===== config.mk =====
export PLATFORM = sky130hd
export DESIGN_NAME = irq_share_router
export DESIGN_NICKNAME = d
export VERILOG_FILES = /design/src/rtl/irq_share_pkg.sv /design/src/rtl/irq_cfg_regs.sv /design/src/rtl/irq_vec_slot.sv /design/src/rtl/irq_prio_enc.sv /design/src/rtl/irq_share_router.sv
export SDC_FILE = /design/constraint.sdc
export NUM_CORES = 1
export LEC_CHECK = 0
export CORE_ASPECT_RATIO = 0.6
export CORE_MARGIN = 2
export CORE_UTILIZATION = 38
export CTS_CLUSTER_DIAMETER = 200
export DETAILED_ROUTE_END_ITERATION = 10
export PLACE_DENSITY_LB_ADDON = 0.3
export SKIP_CTS_REPAIR_TIMING = 1
export SLEW_MARGIN = 20
export SYNTH_ARGS = -nofsm -noshare
export SYNTH_HDL_FRONTEND = slang
export SYNTH_SLANG_ARGS = --single-unit

===== constraint.sdc =====
create_clock -name clk -period 2.2 [get_ports clk]
set_clock_uncertainty 0.15 [all_clocks]
set_input_delay 0.66 -clock clk [delete_from_list [all_inputs] [get_ports clk]]
set_output_delay 0.66 -clock clk [all_outputs]
set_load 0.01 [all_outputs]

===== src/rtl/irq_share_pkg.sv =====
package irq_share_pkg;
  localparam int SFR_W = 8;

  typedef enum logic [1:0] {
    CM_OFF     = 2'b00,
    CM_CAPTURE = 2'b01,
    CM_COMPARE = 2'b10,
    CM_RSVD    = 2'b11
  } cc_mode_e;

  // Bit positions in the enable-1 register
  localparam int EN1_T2EX_BIT  = 7;
  localparam int EN1_KICK_BIT  = 6;
  localparam int EN1_VEC_LSB   = 2;
  localparam int EN1_SPITX_BIT = 1;

  // Storable bits of each register
  localparam logic [SFR_W-1:0] EN1_MASK = 8'hBE;
  localparam logic [SFR_W-1:0] EN2_MASK = 8'h01;
endpackage


===== src/rtl/irq_cfg_regs.sv =====
module irq_cfg_regs
  import irq_share_pkg::*;
#(
  parameter int ADDR_W    = 8,
  parameter logic [ADDR_W-1:0] ADDR_EN1  = 8'hE8,
  parameter logic [ADDR_W-1:0] ADDR_EN2  = 8'h9A,
  parameter logic [ADDR_W-1:0] ADDR_CMPM = 8'hC1
) (
  input  logic              clk,
  input  logic              rst_n,
  input  logic              we,
  input  logic [ADDR_W-1:0] addr,
  input  logic [SFR_W-1:0]  wdata,
  input  logic              wdt_arm,
  output logic [SFR_W-1:0]  rdata,
  output logic [SFR_W-1:0]  en1_q,
  output logic [SFR_W-1:0]  en2_q,
  output logic [SFR_W-1:0]  cmpm_q,
  output logic              kick_start_q,
  output logic              kick_refresh_q
);
  logic [SFR_W-1:0] en1_d, en2_d, cmpm_d;
  logic             armed_q, armed_d;
  logic             kick_start_d, kick_refresh_d;
  logic             wr_en1, wr_en2, wr_cmpm, kick, armed_now;

  always_comb begin
    wr_en1    = we && (addr == ADDR_EN1);
    wr_en2    = we && (addr == ADDR_EN2);
    wr_cmpm   = we && (addr == ADDR_CMPM);
    kick      = wr_en1 && wdata[EN1_KICK_BIT];
    armed_now = armed_q || wdt_arm;

    en1_d  = wr_en1  ? (wdata & EN1_MASK) : en1_q;
    en2_d  = wr_en2  ? (wdata & EN2_MASK) : en2_q;
    cmpm_d = wr_cmpm ? wdata              : cmpm_q;

    // any SFR write consumes the arm state
    armed_d        = we ? 1'b0 : armed_now;
    kick_refresh_d = kick && armed_now;
    kick_start_d   = kick && !armed_now;
  end

  always_ff @(posedge clk or negedge rst_n) begin
    if (!rst_n) begin
      en1_q          <= '0;
      en2_q          <= '0;
      cmpm_q         <= '0;
      armed_q        <= 1'b0;
      kick_start_q   <= 1'b0;
      kick_refresh_q <= 1'b0;
    end else begin
      en1_q          <= en1_d;
      en2_q          <= en2_d;
      cmpm_q         <= cmpm_d;
      armed_q        <= armed_d;
      kick_start_q   <= kick_start_d;
      kick_refresh_q <= kick_refresh_d;
    end
  end

  always_comb begin
    unique case (addr)
      ADDR_EN1:  rdata = en1_q;
      ADDR_EN2:  rdata = en2_q;
      ADDR_CMPM: rdata = cmpm_q;
      default:   rdata = '0;
    endcase
  end
endmodule


===== src/rtl/irq_vec_slot.sv =====
module irq_vec_slot
  import irq_share_pkg::*;
(
  input  logic       clk,
  input  logic       rst_n,
  input  logic [1:0] mode,
  input  logic       enable,
  input  logic       periph,
  input  logic       cmp,
  input  logic       ack,
  output logic       pend_q
);
  logic sel_req, gated, gated_q, pend_d;

  always_comb begin
    sel_req = (mode == CM_COMPARE) ? cmp : periph;
    gated   = sel_req && enable;
    // a fresh edge wins over a same-cycle acknowledge
    pend_d  = (gated && !gated_q) || (pend_q && !ack);
  end

  always_ff @(posedge clk or negedge rst_n) begin
    if (!rst_n) begin
      gated_q <= 1'b0;
      pend_q  <= 1'b0;
    end else begin
      gated_q <= gated;
      pend_q  <= pend_d;
    end
  end
endmodule


===== src/rtl/irq_prio_enc.sv =====
module irq_prio_enc #(
  parameter int NUM_VEC = 4,
  parameter int VEC_W   = 16,
  parameter logic [VEC_W-1:0] VEC_BASE = 16'h0053,
  parameter int VEC_STEP = 8
) (
  input  logic [NUM_VEC-1:0] pend,
  output logic [NUM_VEC-1:0] grant,
  output logic               valid,
  output logic [VEC_W-1:0]   vector
);
  localparam int IDX_W = (NUM_VEC > 1) ? $clog2(NUM_VEC) : 1;

  logic [IDX_W-1:0] idx;
  logic             found;

  always_comb begin
    grant = '0;
    idx   = '0;
    found = 1'b0;
    for (int i = 0; i < NUM_VEC; i++) begin
      if (pend[i] && !found) begin
        grant[i] = 1'b1;
        idx      = IDX_W'(i);
        found    = 1'b1;
      end
    end
    valid  = found;
    vector = found ? (VEC_BASE + VEC_W'(idx) * VEC_W'(VEC_STEP)) : '0;
  end
endmodule


===== src/rtl/irq_share_router.sv =====
module irq_share_router
  import irq_share_pkg::*;
#(
  parameter int NUM_VEC  = 4,
  parameter int ADDR_W   = 8,
  parameter int VEC_W    = 16,
  parameter logic [VEC_W-1:0] VEC_BASE = 16'h0053,
  parameter int VEC_STEP = 8,
  parameter logic [ADDR_W-1:0] ADDR_EN1  = 8'hE8,
  parameter logic [ADDR_W-1:0] ADDR_EN2  = 8'h9A,
  parameter logic [ADDR_W-1:0] ADDR_CMPM = 8'hC1
) (
  input  logic               clk,
  input  logic               rst_n,
  input  logic               sfr_we,
  input  logic [ADDR_W-1:0]  sfr_addr,
  input  logic [SFR_W-1:0]   sfr_wdata,
  output logic [SFR_W-1:0]   sfr_rdata,
  input  logic               wdt_arm,
  input  logic [NUM_VEC-1:0] periph_req,
  input  logic [NUM_VEC-1:0] cmp_req,
  input  logic               irq_ack,
  output logic               irq_valid,
  output logic [VEC_W-1:0]   irq_vector,
  output logic               wdt_start,
  output logic               wdt_refresh,
  output logic               en_t2ex,
  output logic               en_spi_tx,
  output logic               en_uart1
);
  logic [SFR_W-1:0]   en1_q, en2_q, cmpm_q;
  logic [NUM_VEC-1:0] pend, grant, slot_ack;

  irq_cfg_regs #(
    .ADDR_W(ADDR_W), .ADDR_EN1(ADDR_EN1), .ADDR_EN2(ADDR_EN2), .ADDR_CMPM(ADDR_CMPM)
  ) i_regs (
    .clk(clk), .rst_n(rst_n), .we(sfr_we), .addr(sfr_addr), .wdata(sfr_wdata),
    .wdt_arm(wdt_arm), .rdata(sfr_rdata), .en1_q(en1_q), .en2_q(en2_q),
    .cmpm_q(cmpm_q), .kick_start_q(wdt_start), .kick_refresh_q(wdt_refresh)
  );

  always_comb slot_ack = grant & {NUM_VEC{irq_ack}};

  for (genvar n = 0; n < NUM_VEC; n++) begin : g_slot
    irq_vec_slot i_slot (
      .clk(clk), .rst_n(rst_n),
      .mode(cmpm_q[2*n +: 2]),
      .enable(en1_q[EN1_VEC_LSB + n]),
      .periph(periph_req[n]), .cmp(cmp_req[n]),
      .ack(slot_ack[n]), .pend_q(pend[n])
    );
  end

  irq_prio_enc #(
    .NUM_VEC(NUM_VEC), .VEC_W(VEC_W), .VEC_BASE(VEC_BASE), .VEC_STEP(VEC_STEP)
  ) i_prio (
    .pend(pend), .grant(grant), .valid(irq_valid), .vector(irq_vector)
  );

  always_comb begin
    en_t2ex   = en1_q[EN1_T2EX_BIT];
    en_spi_tx = en1_q[EN1_SPITX_BIT];
    en_uart1  = en2_q[0];
  end
endmodule


# After elaboration in Yosys (flattened, before gate mapping)
# Index checks and enable logic that the tools add are counted.
classes:
  n_reduce_logical: 38
  mux: 17
  n_eq_ne: 7
  bitwise_logic: 1
  add_sub_neg: 1
op_table:
  columns: ["op", "n"]
  rows:
  - ["equality test 8 bit, second input constant", 3]
  - ["case mux 8 bit (3 select lines)", 1]
  - ["logical AND 1 bit", 21]
  - ["two-way mux 16 bit", 1]
  - ["two-way mux 1 bit", 13]
  - ["logical NOT 1 bit", 12]
  - ["adder 7 x 5 -> 8 bit, first input constant", 1]
  - ["equality test 2 bit, second input constant", 4]
  - ["logical OR 1 bit", 5]
  - ["AND 4 bit", 1]
  - ["two-way mux 2 bit", 2]
word_totals:
  register_bits: 26
  output_inout_bits: 30
  wordCells: 78

# Logic depth before layout (Yosys ltp)
# Gate-level depths: netlist of run 1.
depth:
  depth_word: 14
  depth_mapped: 5

# Cells and area by module
# Synthesis of run 1 repeated with hierarchy kept, for this count alone.
hier_totals:
  cells_unflattened: 136
  hier_area_um2: 1540.2
modules_own_cells:
  columns: ["module", "area_per_inst_um2", "cells_each", "seq_area_each_um2", "n_inst"]
  rows:
  - ["irq_cfg_regs", 932.1, 73, 450.4, 1]
  - ["irq_vec_slot", 101.3, 8, 50.0, 4]
  - ["irq_prio_enc", 177.7, 27, 0.0, 1]
  - ["irq_share_router", 25.0, 4, 0.0, 1]

# Least setup slack after synthesis of run 1
# Ideal clock, no wire load.
synth_path:
  path_kind: "input to output"
  from: "in sfr_addr[5]"
  to: "out sfr_rdata[1]"
  setup_slack_ps: -160
  stages: 4
  t_arrival_ps: 1550
  n_path_buf: 1
  path_cell_list: "buf_6 -> nor4b_4 -> nand3_1 -> a21oi_1"
synth_between:
  elab_chain_cells: 2
  word_cells_on_any_way: 4
  classes_between: "eq/ne (3); mux (1)"
synth_lines:
  columns: ["element", "line_no", "text"]
  rows:
  - ["from (decl)", "irq_share_router.sv:16", "input logic [ADDR_W-1:0] sfr_addr,"]
  - ["equality test 8 bit", "irq_cfg_regs.sv:63", "unique case (addr)"]
  - ["case mux 8 bit (3 select lines) *", "irq_cfg_regs.sv:63", null]
  - ["to (decl)", "irq_share_router.sv:18", "output logic [SFR_W-1:0] sfr_rdata,"]
# Every way passes the cells marked *; elsewhere a longest branch is shown, timed or not.

# Final worst setup path of run 1
layout_path:
  from: "in sfr_addr[5]"
  to: "out sfr_rdata[3]"
# The elaborated chain is that of the path after synthesis.

==> impl_metrics.csv, run 1 <==
group,metric,value,unit
global_routing,grt_pass1_vias,1124,
synth,yosysTopAreaCell,"dfrtp_1",
floorplanning,dieHeight,50.79,um
synth,ys_seq_elements,26,
finish,num_antenna_cells,0,
worst_setup_path,reg2reg_depth,5,
route,drt-wirelength-per-cell,15.44,um
power_and_ir_drop,p_leak,1.113,nW
timing,slew_viol_final,0,
placed_design,gp_congestion,0.7859,
global_routing,grt_overflow,0,
finish,syn2layout_area_growth,53.97,%
finish,stdcell_area,2135,sq um
floorplanning,io_pins,59,
cts,clock_latency,270,ps
synth,yosysTopAreaCellShare,46.93,%
route,wl_met2,1.683,mm
timing,rsz0062_at_grt,"true",
cts,cts_tree,"done",
worst_hold_path,min_from,"g_slot[2].i_slot.gated_q",
worst_hold_path,holdCritPathClass,"reg -> reg",
synth,synth_most_common_cell,"dfrtp_1",
synth,syn-instance-count,126,
flow_run,maxCapViolCount,0,
placed_design,post_dp_cell_area,1938,sq um
worst_setup_path,setup.worst_path.end_class,"output pin",
synth,ys_dominant_reg_cell,"dfrtp_1",
worst_setup_path,reg2reg_from,"g_slot[1].i_slot.pend_q",
global_routing,grt_pass1_wl,5.416,mm
global_routing,grtUsageTotal,17.60,%
floorplanning,core,3363,sq um
worst_setup_path,cp.arrival,1770,ps
timing,max_freq,388.0,MHz
synth,synth.top_cells.by_count,"dfrtp_1, mux2_2, buf_4, nand3_1, nor2_1",
synth,synth_edf_count,0,
route,drc_errors,0,
floorplanning,start_util,41.22,%
power_and_ir_drop,finalPower,0.001140,W
route,drt_pass1_iterations,4,
worst_setup_path,worstPathMaxFanout,3,
cts,cts_num_sinks,26,
power_and_ir_drop,power_density,534.0,nW/um^2
synth,synth_cell_types,27,
floorplanning,die_x,81.98,um
worst_setup_path,required,1390,ps
cts,cts-root-buf,"clkbuf_8",
cts,cts_max_level,1,
floorplanning,num_rows,16,
synth,syn_area_per_cell,11.00,sq um
timing,final_hold_viol_count,0,
finish,nFillCells,260,
route,dr_wl_met3,229,um
finish,num-nets-final,220,
synth,yosysWarnings,0,
timing,fin_crit,2577,ps
synth,synthTopCellsByArea,"dfrtp_1, mux2_2, buf_4",
status,violations,"negative setup slack",
route,top_layer,"met4",
route,postRouteAntennaNets,0,
route,wl_met1,1.671,mm
placed_design,io_buffers,48,
route,vias,1142,
timing,post-route-period-util,117.2,%
floorplanning,dieArea,4163,sq um
route,drt_iter0_markers,20,
worst_setup_path,setup.worst_path.start,"sfr_addr[5]",
synth,synth_area,1386,sq um
synth,seq_area_frac_synth,46.93,%
worst_hold_path,holdPathStages,1,
placed_design,place_ws,-1111,ps
worst_setup_path,cp-start-kind,"input port",
finish,layout-drive-gt1-share,39.47,%
global_routing,grt_max_degree,27,
worst_setup_path,path_class,"in -> out",
synth,async_flop_share,100.0,%
timing,setup_viol_count_final,8,
cts,numCtsBuffers,3,
cts,path_clk_slew,90,ps
finish,final_cells,235,
placed_design,dpl.hpwl,2.577,mm
global_routing,antenna_found_initial,0,
timing,layout_setup_ws,-377.4,ps
route,routed_via_density,4.860,
placed_design,dp.cells,224,
status,status,"complete, but fails checks",
route,wirelength,3.628,mm
cts,cts_buffer_depth,2,
power_and_ir_drop,ir_drop,289.2,uV
-- placed cells by master, fill, tap and decap left out, types with 2 or more instances in the layout --
cell	synthesis	routed
dfrtp_1	26	26
clkdlybuf4s50_1	0	25
buf_4	14	17
mux2_2	15	15
dlymetal6s2s_1	0	11
conb_1	1	10
nor2_1	10	9
nand3_2	0	7
inv_1	7	7
buf_2	0	7
nand3_1	14	6
a21oi_2	0	5
nor2b_1	4	4
mux2i_1	4	4
buf_6	2	4
o31ai_1	3	3
clkbuf_8	0	3
nand2_1	3	2
a21oi_1	7	2
o21ai_0	2	2
clkbuf_2	0	2
-- report_power, final --
group	internal, W	switching, W
Combinational	0.000127	0.000104
Clock	0.000244	0.000151
Sequential	0.000498	0.0000158
-- worst max-delay path, stage by stage --
cell and delay, ps:
buf_8 100, nor4b_4 290, buf_4 170, buf_6 90
buf_6 90, nand3_2 70, a21oi_2 150, buf_2 140
-- state kept, by name, indices dropped and copies added (netlist names) --
signal	flops
i_regs.en2_q	1
i_regs.en1_q	6
i_regs.cmpm_q	8
i_regs.armed_q	1
g_slot.i_slot.pend_q	4
i_regs.kick_refresh_q	1
g_slot.i_slot.gated_q	4
i_regs.kick_start_q	1
-- per-layer routing --
metal / vias up / track usage (%)
met2: 43 / 28.18
met3: 6 / 5.216
met5: - / 0
met1: 547 / 23.46
met4: 0 / 4.167
li1: 546 / -
-- per-stage QoR --
| stage | util, % | hold WS [ps] | TNS (ps) |
|---|---|---|---|
| global placement | 57.63 | 267.8 | -11100 |
| detailed placement | 57.63 | 273.6 | -12130 |
| global route | 63.47 | 298.2 | -2617 |
| CTS | 59.75 | 285.7 | -9870 |
| floorplan | - | 214.4 | -1010 |
| finish | 63.47 | 282.2 | -2012 |
-- worst paths after layout --
path	slack, ps	endpoint
setup / recovery	-380	sfr_rdata[3]
hold / removal	280	g_slot[2].i_slot.pend_q
setup reg to reg	560	g_slot[3].i_slot.pend_q
hold reg to reg	280	g_slot[2].i_slot.pend_q
max in group asynchronous	1050	i_regs.cmpm_q[6]
min in group asynchronous	600	g_slot[2].i_slot.pend_q
-- logic make-up after synthesis --
logic type,Yosys count,share of synthesized area [%]
AO/OA/AOI/OAI,13,5.505
buffers and inverters,23,11.10
flip-flops,26,46.93
multiplexers,19,15.07
other,1,0.2705
AND/OR/NAND/NOR,44,21.12
-- cell type report --
cell class | count | area [sq um] | area share (%)
Timing Repair Buffer | 67 | 620.6 | 29.07
Inverter | 7 | 26.28 | 1.231
Clock buffer | 3 | 41.29 | 1.934
Tap cell | 45 | 56.30 | 2.638
Clock inverter | 1 | 30.03 | 1.407
Multi-Input combinational cell | 86 | 709.4 | 33.24
Sequential cell | 26 | 650.6 | 30.48
Power figures use the tool's default switching activity.
==> run 2: changes to the inputs <==
ABC_AREA = 1   (was not set)
CORE_UTILIZATION = 39   (was 38)
==> impl_metrics.csv, run 2 <==
group,metric,value,unit
finish,final_util,62.82,%
global_routing,grt_overflow,0,
global_routing,grt_pass1_wl,5.851,mm
power_and_ir_drop,power_density,497.7,nW/um^2
global_routing,grtUsageTotal,17.33,%
cts,cts_max_level,1,
worst_setup_path,path_class,"in -> out",
route,routed_via_density,4.904,
status,status,"complete, but fails checks",
finish,num_antenna_cells,0,
power_and_ir_drop,pwr-share-clk,33.9,%
worst_hold_path,holdCritPathClass,"reg -> reg",
synth,syn_area_per_cell,8.116,sq um
floorplanning,die_x,84.97,um
power_and_ir_drop,p_seq_share,44.3,%
worst_hold_path,min_to,"g_slot[0].i_slot.pend_q",
power_and_ir_drop,finalPower,0.001164,W
synth,synth.top_cells.by_count,"nand2_1, dfrtp_1, inv_1",
synth,yosysWarnings,0,
cts,cts-root-buf,"clkbuf_8",
power_and_ir_drop,swShare,25.30,%
finish,final_common_cell,"nand2_1",
timing,layout_setup_ws,-96.31,ps
status,violations,"negative setup slack",
cts,numCtsBuffers,3,
cts,cts_tree,"done",
timing,fin_crit,2296,ps
placed_design,io_buffers,48,
power_and_ir_drop,ir_drop,305.3,uV
global_routing,grt_max_degree,27,
worst_setup_path,worstPathMaxFanout,4,
synth,ys_dominant_reg_cell,"dfrtp_1",
timing,setup_viol_count_final,6,
finish,final_cell_mix,"nand2_1, dfrtp_1, clkdlybuf4s50_1",
cts,cts_num_sinks,26,
synth,syn-instance-count,189,
synth,synth_cell_types,21,
synth,synth_area,1534,sq um
route,postRouteAntennaNets,0,
worst_hold_path,min_from,"g_slot[0].i_slot.gated_q",
power_and_ir_drop,p_int,0.0008694,W
route,drc_errors,0,
worst_setup_path,rr_endpoint,"g_slot[2].i_slot.pend_q",
floorplanning,dieHeight,52.58,um
power_and_ir_drop,power_switching,0.0002944,W
worst_setup_path,required,1390,ps
global_routing,grt_pass1_vias,1220,
finish,largest_reg_flops,8,
timing,max_freq,435.5,MHz
synth,synth_most_common_cell,"nand2_1",
timing,rsz0062_at_grt,"true",
synth,yosysTopAreaCellShare,42.41,%
route,drt_iter0_markers,129,
worst_setup_path,setup.worst_path.end_class,"output pin",
finish,layout-drive-gt1-share,31.25,%
route,vias,1486,
worst_hold_path,holdPathStages,1,
finish,reg_top3,"i_regs.cmpm_q x8, i_regs.en1_q x6",
timing,post-route-period-util,104.4,%
synth,async_flop_share,100.0,%
worst_setup_path,cp.arrival,1490,ps
timing,final_hold_viol_count,0,
finish,nFillCells,318,
placed_design,place_ws,-914.4,ps
finish,syn2layout_area_growth,52.45,%
floorplanning,io_pins,59,
synth,synthTopCellsByArea,"dfrtp_1, nand2_1, buf_4",
cts,path_clk_slew,90,ps
timing,slew_viol_final,0,
synth,synth_edf_count,0,
worst_setup_path,reg2reg_depth,4,
route,drt_pass1_iterations,4,
floorplanning,start_util,41.21,%
power_and_ir_drop,power_frac_comb,21.8,%
worst_setup_path,r2r_slack,1050,ps
placed_design,dpl.hpwl,2.988,mm
synth,yosysTopAreaCell,"dfrtp_1",
placed_design,gp_congestion,0.9103,
synth,ys_seq_elements,26,
cts,clock_latency,270,ps
finish,num-nets-final,286,
worst_setup_path,reg2reg_from,"g_slot[0].i_slot.pend_q",
flow_run,maxCapViolCount,0,
worst_setup_path,cp-start-kind,"input port",
global_routing,antenna_found_initial,0,
floorplanning,core,3722,sq um
route,wirelength,4.163,mm
floorplanning,num_rows,17,
route,drt-wirelength-per-cell,13.74,um
synth,seq_area_frac_synth,42.41,%
finish,regMostFlops,"i_regs.cmpm_q",
cts,cts_buffer_depth,2,
power_and_ir_drop,p_leak,1.324,nW
floorplanning,dieArea,4467,sq um
-- run 2: cell types whose count changed in the layout (fill, tap and decap cells not counted), sizes merged, moves of 8 or more --
cell and change:
nand2 +52, nand4 +13, buf +8, mux2 -15, inv +17, o21ai +8
-- run 2: layout make-up --
type	instances	area, sq um	share of cell area (%)
Clock buffer	3	41.29	1.766
Clock inverter	1	30.03	1.284
Inverter	24	112.6	4.815
Multi-Input combinational cell	131	775.7	33.17
Sequential cell	26	650.6	27.82
Tap cell	47	58.81	2.515
Timing Repair Buffer	71	669.4	28.62
-- run 2: critical path, stage by stage --
cell and delay [ps]:
buf_8 110, inv_8 50, nand2_4 50, nor2_4 160
buf_6 140, nand3_2 100, o21ai_2 70, buf_2 140
-- run 2: kinds of logic after synthesis --
group           synth area share [%]
simple gates                   38.09
buf+inv                        15.33
flops                          42.41
compound gates                 3.915
other cells                   0.2445
-- run 2: per-layer routing --
metal,global-route usage [%],share of wire [%],vias up
li1,-,-,725
met1,24.65,47,698
met2,26.95,45,55
met3,4.567,6.6,8
met4,3.175,1.7,0
met5,0,0,-
-- run 2: worst max path at each step --
| stage | from | to | slack [ps] | depth (start not counted) |
|---|---|---|---|---|
| 2_1_floorplan | sfr_addr[1] | sfr_rdata[0] | 120 | 5 |
| 3_3_place_gp | sfr_addr[5] | sfr_rdata[2] | -890 | 6 |
| 3_5_place_dp | sfr_addr[6] | sfr_rdata[4] | -910 | 6 |
| 4_1_cts | sfr_addr[6] | sfr_rdata[2] | -920 | 6 |
| 5_1_grt | sfr_addr[1] | sfr_rdata[4] | -120 | 8 |
| 6_report | sfr_addr[1] | sfr_rdata[4] | -100 | 8 |
-- run 2: power groups by stage --
stage / Combinational, W / Sequential [W] / Clock [W]
after floorplan: 0.000125 / 0.000519 / 0
after global placement: 0.000229 / 0.000522 / 0
after detailed placement: 0.000232 / 0.000523 / 0
after CTS: 0.000232 / 0.000513 / 0.000403
after global routing: 0.000278 / 0.000519 / 0.000421
final: 0.000254 / 0.000516 / 0.000395
-- run 2: metrics by stage --
stage	cells	hold WS [ps]	setup TNS, ps	instance area (sq um)
after floorplan	198	214.4	0	1568
after global placement	289	265.5	-6879	2072
after detailed placement	289	271.4	-7131	2072
after CTS	293	283.6	-7984	2143
after global routing	303	291.8	-587.7	2338
final	303	280.5	-356.9	2338
